[config.mk]
export PLATFORM = sky130hd
export DESIGN_NAME = pin_event_irq
export DESIGN_NICKNAME = d
export VERILOG_FILES = /design/src/rtl/pin_irq_pkg.sv /design/src/rtl/pin_sync.sv /design/src/rtl/stable_filter.sv /design/src/rtl/trig_detect.sv /design/src/rtl/pin_event_irq.sv
export SDC_FILE = /design/constraint.sdc
export NUM_CORES = 1
export LEC_CHECK = 0
export BUFFER_PORTS_ARGS = -buffer_cell sky130_fd_sc_hd__buf_2
export CAP_MARGIN = 20
export CORE_UTILIZATION = 50
export DETAILED_ROUTE_END_ITERATION = 7
export PLACE_DENSITY = 0.77
export SLEW_MARGIN = 20
export SYNTH_ARGS = -nofsm -noshare
export SYNTH_HDL_FRONTEND = slang
export SYNTH_HIERARCHICAL = 1
export SYNTH_SLANG_ARGS = --single-unit
[constraint.sdc]
create_clock -name clk_i -period 1.5 [get_ports clk_i]
set_clock_uncertainty 0.05 [all_clocks]
set_input_delay 0.075 -clock clk_i [delete_from_list [all_inputs] [get_ports clk_i]]
set_output_delay 0.075 -clock clk_i [all_outputs]
set_load 0.02 [all_outputs]
[src/rtl/pin_irq_pkg.sv]
package pin_irq_pkg;

    localparam int unsigned REG_AW = 4;

    typedef enum logic [REG_AW-1:0] {
        RA_PEND   = 4'd0,
        RA_IE     = 4'd1,
        RA_TEST   = 4'd2,
        RA_RISE   = 4'd3,
        RA_FALL   = 4'd4,
        RA_HIGH   = 4'd5,
        RA_LOW    = 4'd6,
        RA_FILTEN = 4'd7,
        RA_LEVEL  = 4'd8
    } reg_sel_e;

    typedef struct packed {
        logic rise;
        logic fall;
        logic high;
        logic low;
    } trig_en_t;

    function automatic logic trig_hit(input trig_en_t en, input logic cur, input logic prev);
        return (en.rise &  cur & ~prev) |
               (en.fall & ~cur &  prev) |
               (en.high &  cur)         |
               (en.low  & ~cur);
    endfunction

endpackage

[src/rtl/pin_sync.sv]
module pin_sync #(
    parameter int unsigned WIDTH  = 32,
    parameter int unsigned STAGES = 2
) (
    input  logic             clk_i,
    input  logic             rst_i,
    input  logic [WIDTH-1:0] d_i,
    output logic [WIDTH-1:0] q_o
);
    logic [WIDTH-1:0] chain_q [STAGES];

    always_ff @(posedge clk_i) begin
        if (rst_i) begin
            for (int s = 0; s < STAGES; s++) chain_q[s] <= '0;
        end else begin
            chain_q[0] <= d_i;
            for (int s = 1; s < STAGES; s++) chain_q[s] <= chain_q[s-1];
        end
    end

    assign q_o = chain_q[STAGES-1];
endmodule

[src/rtl/stable_filter.sv]
module stable_filter #(
    parameter int unsigned CYCLES = 16
) (
    input  logic clk_i,
    input  logic rst_i,
    input  logic d_i,
    output logic q_o
);
    localparam int unsigned CW = (CYCLES > 2) ? $clog2(CYCLES) : 1;
    localparam logic [CW-1:0] CNT_TOP = CW'(CYCLES - 1);

    logic          cand_q;
    logic [CW-1:0] cnt_q;
    logic          out_q;

    always_ff @(posedge clk_i) begin
        if (rst_i) begin
            cand_q <= 1'b0;
            cnt_q  <= '0;
            out_q  <= 1'b0;
        end else if (d_i != cand_q) begin
            cand_q <= d_i;
            cnt_q  <= '0;
        end else if (cnt_q != CNT_TOP) begin
            cnt_q <= cnt_q + 1'b1;
        end else begin
            out_q <= cand_q;
        end
    end

    assign q_o = out_q;
endmodule

[src/rtl/trig_detect.sv]
module trig_detect
    import pin_irq_pkg::*;
#(
    parameter int unsigned NPINS = 32
) (
    input  logic                 clk_i,
    input  logic                 rst_i,
    input  logic [NPINS-1:0]     cond_i,
    input  trig_en_t [NPINS-1:0] en_i,
    output logic [NPINS-1:0]     hit_o
);
    logic [NPINS-1:0] prev_q;

    always_ff @(posedge clk_i) begin
        if (rst_i) prev_q <= '0;
        else       prev_q <= cond_i;
    end

    for (genvar g = 0; g < NPINS; g++) begin : g_pin
        assign hit_o[g] = trig_hit(en_i[g], cond_i[g], prev_q[g]);
    end
endmodule

[src/rtl/pin_event_irq.sv]
module pin_event_irq
    import pin_irq_pkg::*;
#(
    parameter int unsigned NPINS       = 32,
    parameter int unsigned STABLE_LEN  = 16,
    parameter int unsigned SYNC_STAGES = 2
) (
    input  logic              clk_i,
    input  logic              rst_i,
    input  logic [NPINS-1:0]  pin_i,
    input  logic              reg_we_i,
    input  logic [3:0]        reg_addr_i,
    input  logic [NPINS-1:0]  reg_wdata_i,
    output logic [NPINS-1:0]  reg_rdata_o,
    output logic [NPINS-1:0]  irq_o
);
    logic [NPINS-1:0] pend_q, ie_q, rise_q, fall_q, high_q, low_q, filten_q;
    logic [NPINS-1:0] sync_w, filt_w, cond_w, hit_w;
    logic [NPINS-1:0] clr_w, inj_w;
    trig_en_t [NPINS-1:0] ten_w;
    reg_sel_e sel_w;

    assign sel_w = reg_sel_e'(reg_addr_i);

    pin_sync #(.WIDTH(NPINS), .STAGES(SYNC_STAGES)) u_sync (
        .clk_i (clk_i),
        .rst_i (rst_i),
        .d_i   (pin_i),
        .q_o   (sync_w)
    );

    for (genvar g = 0; g < NPINS; g++) begin : g_filt
        stable_filter #(.CYCLES(STABLE_LEN)) u_flt (
            .clk_i (clk_i),
            .rst_i (rst_i),
            .d_i   (sync_w[g]),
            .q_o   (filt_w[g])
        );
        assign cond_w[g] = filten_q[g] ? filt_w[g] : sync_w[g];
        assign ten_w[g]  = '{rise: rise_q[g], fall: fall_q[g],
                             high: high_q[g], low: low_q[g]};
    end

    trig_detect #(.NPINS(NPINS)) u_det (
        .clk_i  (clk_i),
        .rst_i  (rst_i),
        .cond_i (cond_w),
        .en_i   (ten_w),
        .hit_o  (hit_w)
    );

    assign clr_w = (reg_we_i && sel_w == RA_PEND) ? reg_wdata_i : '0;
    assign inj_w = (reg_we_i && sel_w == RA_TEST) ? reg_wdata_i : '0;

    always_ff @(posedge clk_i) begin
        if (rst_i) begin
            pend_q   <= '0;
            ie_q     <= '0;
            rise_q   <= '0;
            fall_q   <= '0;
            high_q   <= '0;
            low_q    <= '0;
            filten_q <= '0;
        end else begin
            pend_q <= (pend_q & ~clr_w) | hit_w | inj_w;
            if (reg_we_i) begin
                case (sel_w)
                    RA_IE:     ie_q     <= reg_wdata_i;
                    RA_RISE:   rise_q   <= reg_wdata_i;
                    RA_FALL:   fall_q   <= reg_wdata_i;
                    RA_HIGH:   high_q   <= reg_wdata_i;
                    RA_LOW:    low_q    <= reg_wdata_i;
                    RA_FILTEN: filten_q <= reg_wdata_i;
                    default: ;
                endcase
            end
        end
    end

    always_comb begin
        case (sel_w)
            RA_PEND:   reg_rdata_o = pend_q;
            RA_IE:     reg_rdata_o = ie_q;
            RA_RISE:   reg_rdata_o = rise_q;
            RA_FALL:   reg_rdata_o = fall_q;
            RA_HIGH:   reg_rdata_o = high_q;
            RA_LOW:    reg_rdata_o = low_q;
            RA_FILTEN: reg_rdata_o = filten_q;
            RA_LEVEL:  reg_rdata_o = cond_w;
            default:   reg_rdata_o = '0;
        endcase
    end

    assign irq_o = pend_q & ie_q;
endmodule

==> impl_metrics.yaml <==
placement:
  place_ws_ps: -256
  dpl-instance-area_um2: 26300
  numPortBuffers: 134
  hpwl_um: 43500
  dp_cells: 3380
  place_congestion: 0.852
sta:
  maxSlewHeadroom_pct: 61.1
  fin_crit_sh_pct: 148
  worst_pin_slew_ps: 583
  hold_violations: 0
  max_freq_ghz: 0.450
  rsz0062_at_grt: "true"
  setup_violations: 34
  period_minus_slack_ps: 2220
  fin_ws_ps: -722
  setup_tns_ps: -18420
  drv_slew: 0
clock_tree:
  cts_tree: "done"
  cts_max_level: 2
  cts_sinks: 512
  cts_buffer_depth: 3
  clock_latency_ps: 620
  cts-root-buf: "clkbuf_16"
  cts_buffers: 53
  path_clk_slew_ps: 60
routing:
  vias: 22218
  drt_first_iter_violations: 2589
  drt-vias-per-instance: 6.19
  wirelength_um: 70300
  post-route-drc-count: 5
  ant_nets: 0
  wire_per_inst_um: 19.6
  dr.pass1.iters: 8
critical_path:
  cpPeakStageDelay_ps: 360
  worstRegToRegCells: 7
  path_class: "register to output port"
  crit_path_end_kind: "output port"
  worstSetupStartpointType: "register"
  cp.required_ps: 1370
  cp_slowest_cell: "a222oi_1"
  path_cells: "mux2_4, a222oi_1, nand3_1, buf_6"
  critPathMaxFanout: 2
  cp_data_arrival_time_ps: 2100
floorplan:
  start_util_pct: 51.1
  rows: 79
  ios: 135
  die_x_um: 221
  fp.dieH_um: 221
  fp.coreArea_um2: 46900
  die-area_um2: 48800
grt:
  first_global_vias: 22177
  grt_antenna_before_repair: 6
  grt_first_pass_wirelength_um: 113000
  grt_usage_pct: 27.8
  grt_overflow: 0
  grt_max_degree: 61
logic_synthesis:
  synth_area_per_cell_um2: 8.93
  synthAdderAreaFrac_pct: 1.67
  synth_nets: 2785
  synth_flop_cell: "dfxtp_1"
  synth_top_family_by_area: "simple AND/OR/NAND/NOR gates"
  yosysWarningCount: 6
  synth_top_area_share_pct: 42.8
  synth_cells: 2682
  synth_seq_cells: 512
  synth_xor_xnor_area_share_pct: 2.34
  synth_edf_count: 0
  synth_top_area_cell: "dfxtp_1"
  async_flop_share_pct: 0
  syn-cell-area_um2: 23900
  synth.area.top_cells: "dfxtp_1, o21ai_0, a21oi_1, nand3_1, mux2_2"
  synth_compound_area_share_pct: 19.4
  ys_types: 46
  ys_seq_area_share_pct: 42.8
  post_synth_and_or_nand_nor_area_fraction_pct: 22.8
  synth.area.mux_share_pct: 4.72
power:
  power_density_nw_per_um2: 1050
  leakage_nw: 11.6
  vdd_drop_max_mv: 0.787
  total_power_mw: 31.2
finish:
  finish.instance_area_um2: 29800
  multi_input_area_um2: 12600
  drive_gt1_share_pct: 24.0
  stdcell_count: 3589
  nets: 3040
  fill_cells: 3719
  seqCellArea_um2: 10300
  area_growth_pct: 24.3
hold_path:
  min_path_type: "primary input to register"
  whs_path_depth: 5
run:
  max-cap-violations: 0
run_status:
  status: "finished with violations"
  violations: "design-rule violations, negative setup slack"
-- report_power, final --
part | switching [mW] | internal (mW)
logic | 1.79 | 1.47
clock network | 5.62 | 7.84
registers | 0.435 | 14.1
total | 7.84 | 23.4
-- through the flow --
step                      util (%)  hold slack [ps]
after global routing          63.5              157
final                         63.5              124
after floorplan                  -             94.1
after global placement        56.2              233
after detailed placement      56.2              236
after CTS                     62.9             91.5
-- worst max-delay path, delay by kind of cell (launching register included) --
family	cells	cell delay (ps)
multiplexers	1	310
flip-flops	1	340
buffers and inverters	1	210
AO/OA/AOI/OAI	1	360
AND/OR/NAND/NOR	1	270
-- placed cells by master (no fill, tap or decap), drive strengths merged, types with 30 or more instances in the layout --
cell type	synthesis	routed
ha	32	32
a211oi	32	32
nor2b	131	131
clkbuf	132	78
a41o	32	32
buf	117	367
xnor2	64	64
nor2	97	97
mux2i	32	32
and3b	57	57
nand2	38	38
dlygate4sd3	0	80
a222oi	30	30
nand2b	66	66
nand3b	33	33
nor3b	33	33
o31ai	33	33
nand3	284	284
and2	33	33
inv	64	67
a31oi	96	96
mux2	64	64
nor3	33	33
a21oi	256	256
dfxtp	512	512
o21ai	284	284
-- what timing repair did --
| item | CTS | global route |
|---|---|---|
| setup buffers | 22 | 16 |
| pin swaps | 64 | 76 |
| setup endpoints to repair | 44 | 58 |
| hold buffers | 80 | 0 |
| resized for setup | 154 | 44 |
| gates cloned | 0 | 2 |
| hold endpoints to repair | 320 | 0 |
-- cell type report --
cell class / instances / area share [%]
Tap cell: 607 / 2.55
Timing Repair Buffer: 449 / 13.8
Sequential cell: 512 / 34.6
Antenna cell: 3 / 0.0252
Multi-Input combinational cell: 1857 / 42.2
Clock inverter: 21 / 0.774
Clock buffer: 76 / 5.18
Inverter: 64 / 0.807
-- Yosys cell counts, drive strengths merged, types with 64 or more instances --
library cell and count:
dfxtp 512, nand3 284, o21ai 284, a21oi 256
clkbuf 132, nor2b 131, buf 117, nor2 97
a31oi 96, nand2b 66, inv 64, mux2 64
xnor2 64
-- registers in the layout (all words and copies together) (netlist names) --
register	flops
ie_q	32
g_filt.u_flt/cnt_q	128
rise_q	32
pend_q	32
u_sync/chain_q	64
fall_q	32
u_det/prev_q	32
g_filt.u_flt/q_o	32
low_q	32
g_filt.u_flt/cand_q	32
high_q	32
filten_q	32
-- logic make-up (layout without fill, tap and decap cells) --
logic type / count (synthesis) / in the layout
flops: 512 / 512
simple gates: 867 / 867
buf+inv: 313 / 610
other cells: 0 / 3
mux: 100 / 100
fa+ha+maj: 32 / 32
xor+xnor: 64 / 64
compound gates: 794 / 794
-- layer usage --
metal | vias to the layer above | routed length [um] | track usage, %
met3 | 230 | 6280 | 5.28
met4 | 6 | 2680 | 14.1
met2 | 1202 | 33300 | 46.1
met1 | 10591 | 28000 | 34.4
met5 | - | 35 | 0
li1 | 10189 | - | -
-- worst paths after layout --
path,start,endpoint,slack (ps)
min,reg_we_i,high_q[26]$_SDFFE_PP0P_,120
max,filten_q[1]$_SDFFE_PP0P_,reg_rdata_o[1],-720
max reg2reg,filten_q[29]$_SDFFE_PP0P_,pend_q[29]$_SDFF_PP0_,-80
min reg2reg,u_sync/chain_q[0][31]$_SDFF_PP0_,u_sync/chain_q[0][63]$_SDFF_PP0_,380
No activity file was read; power rests on OpenSTA's default activity.
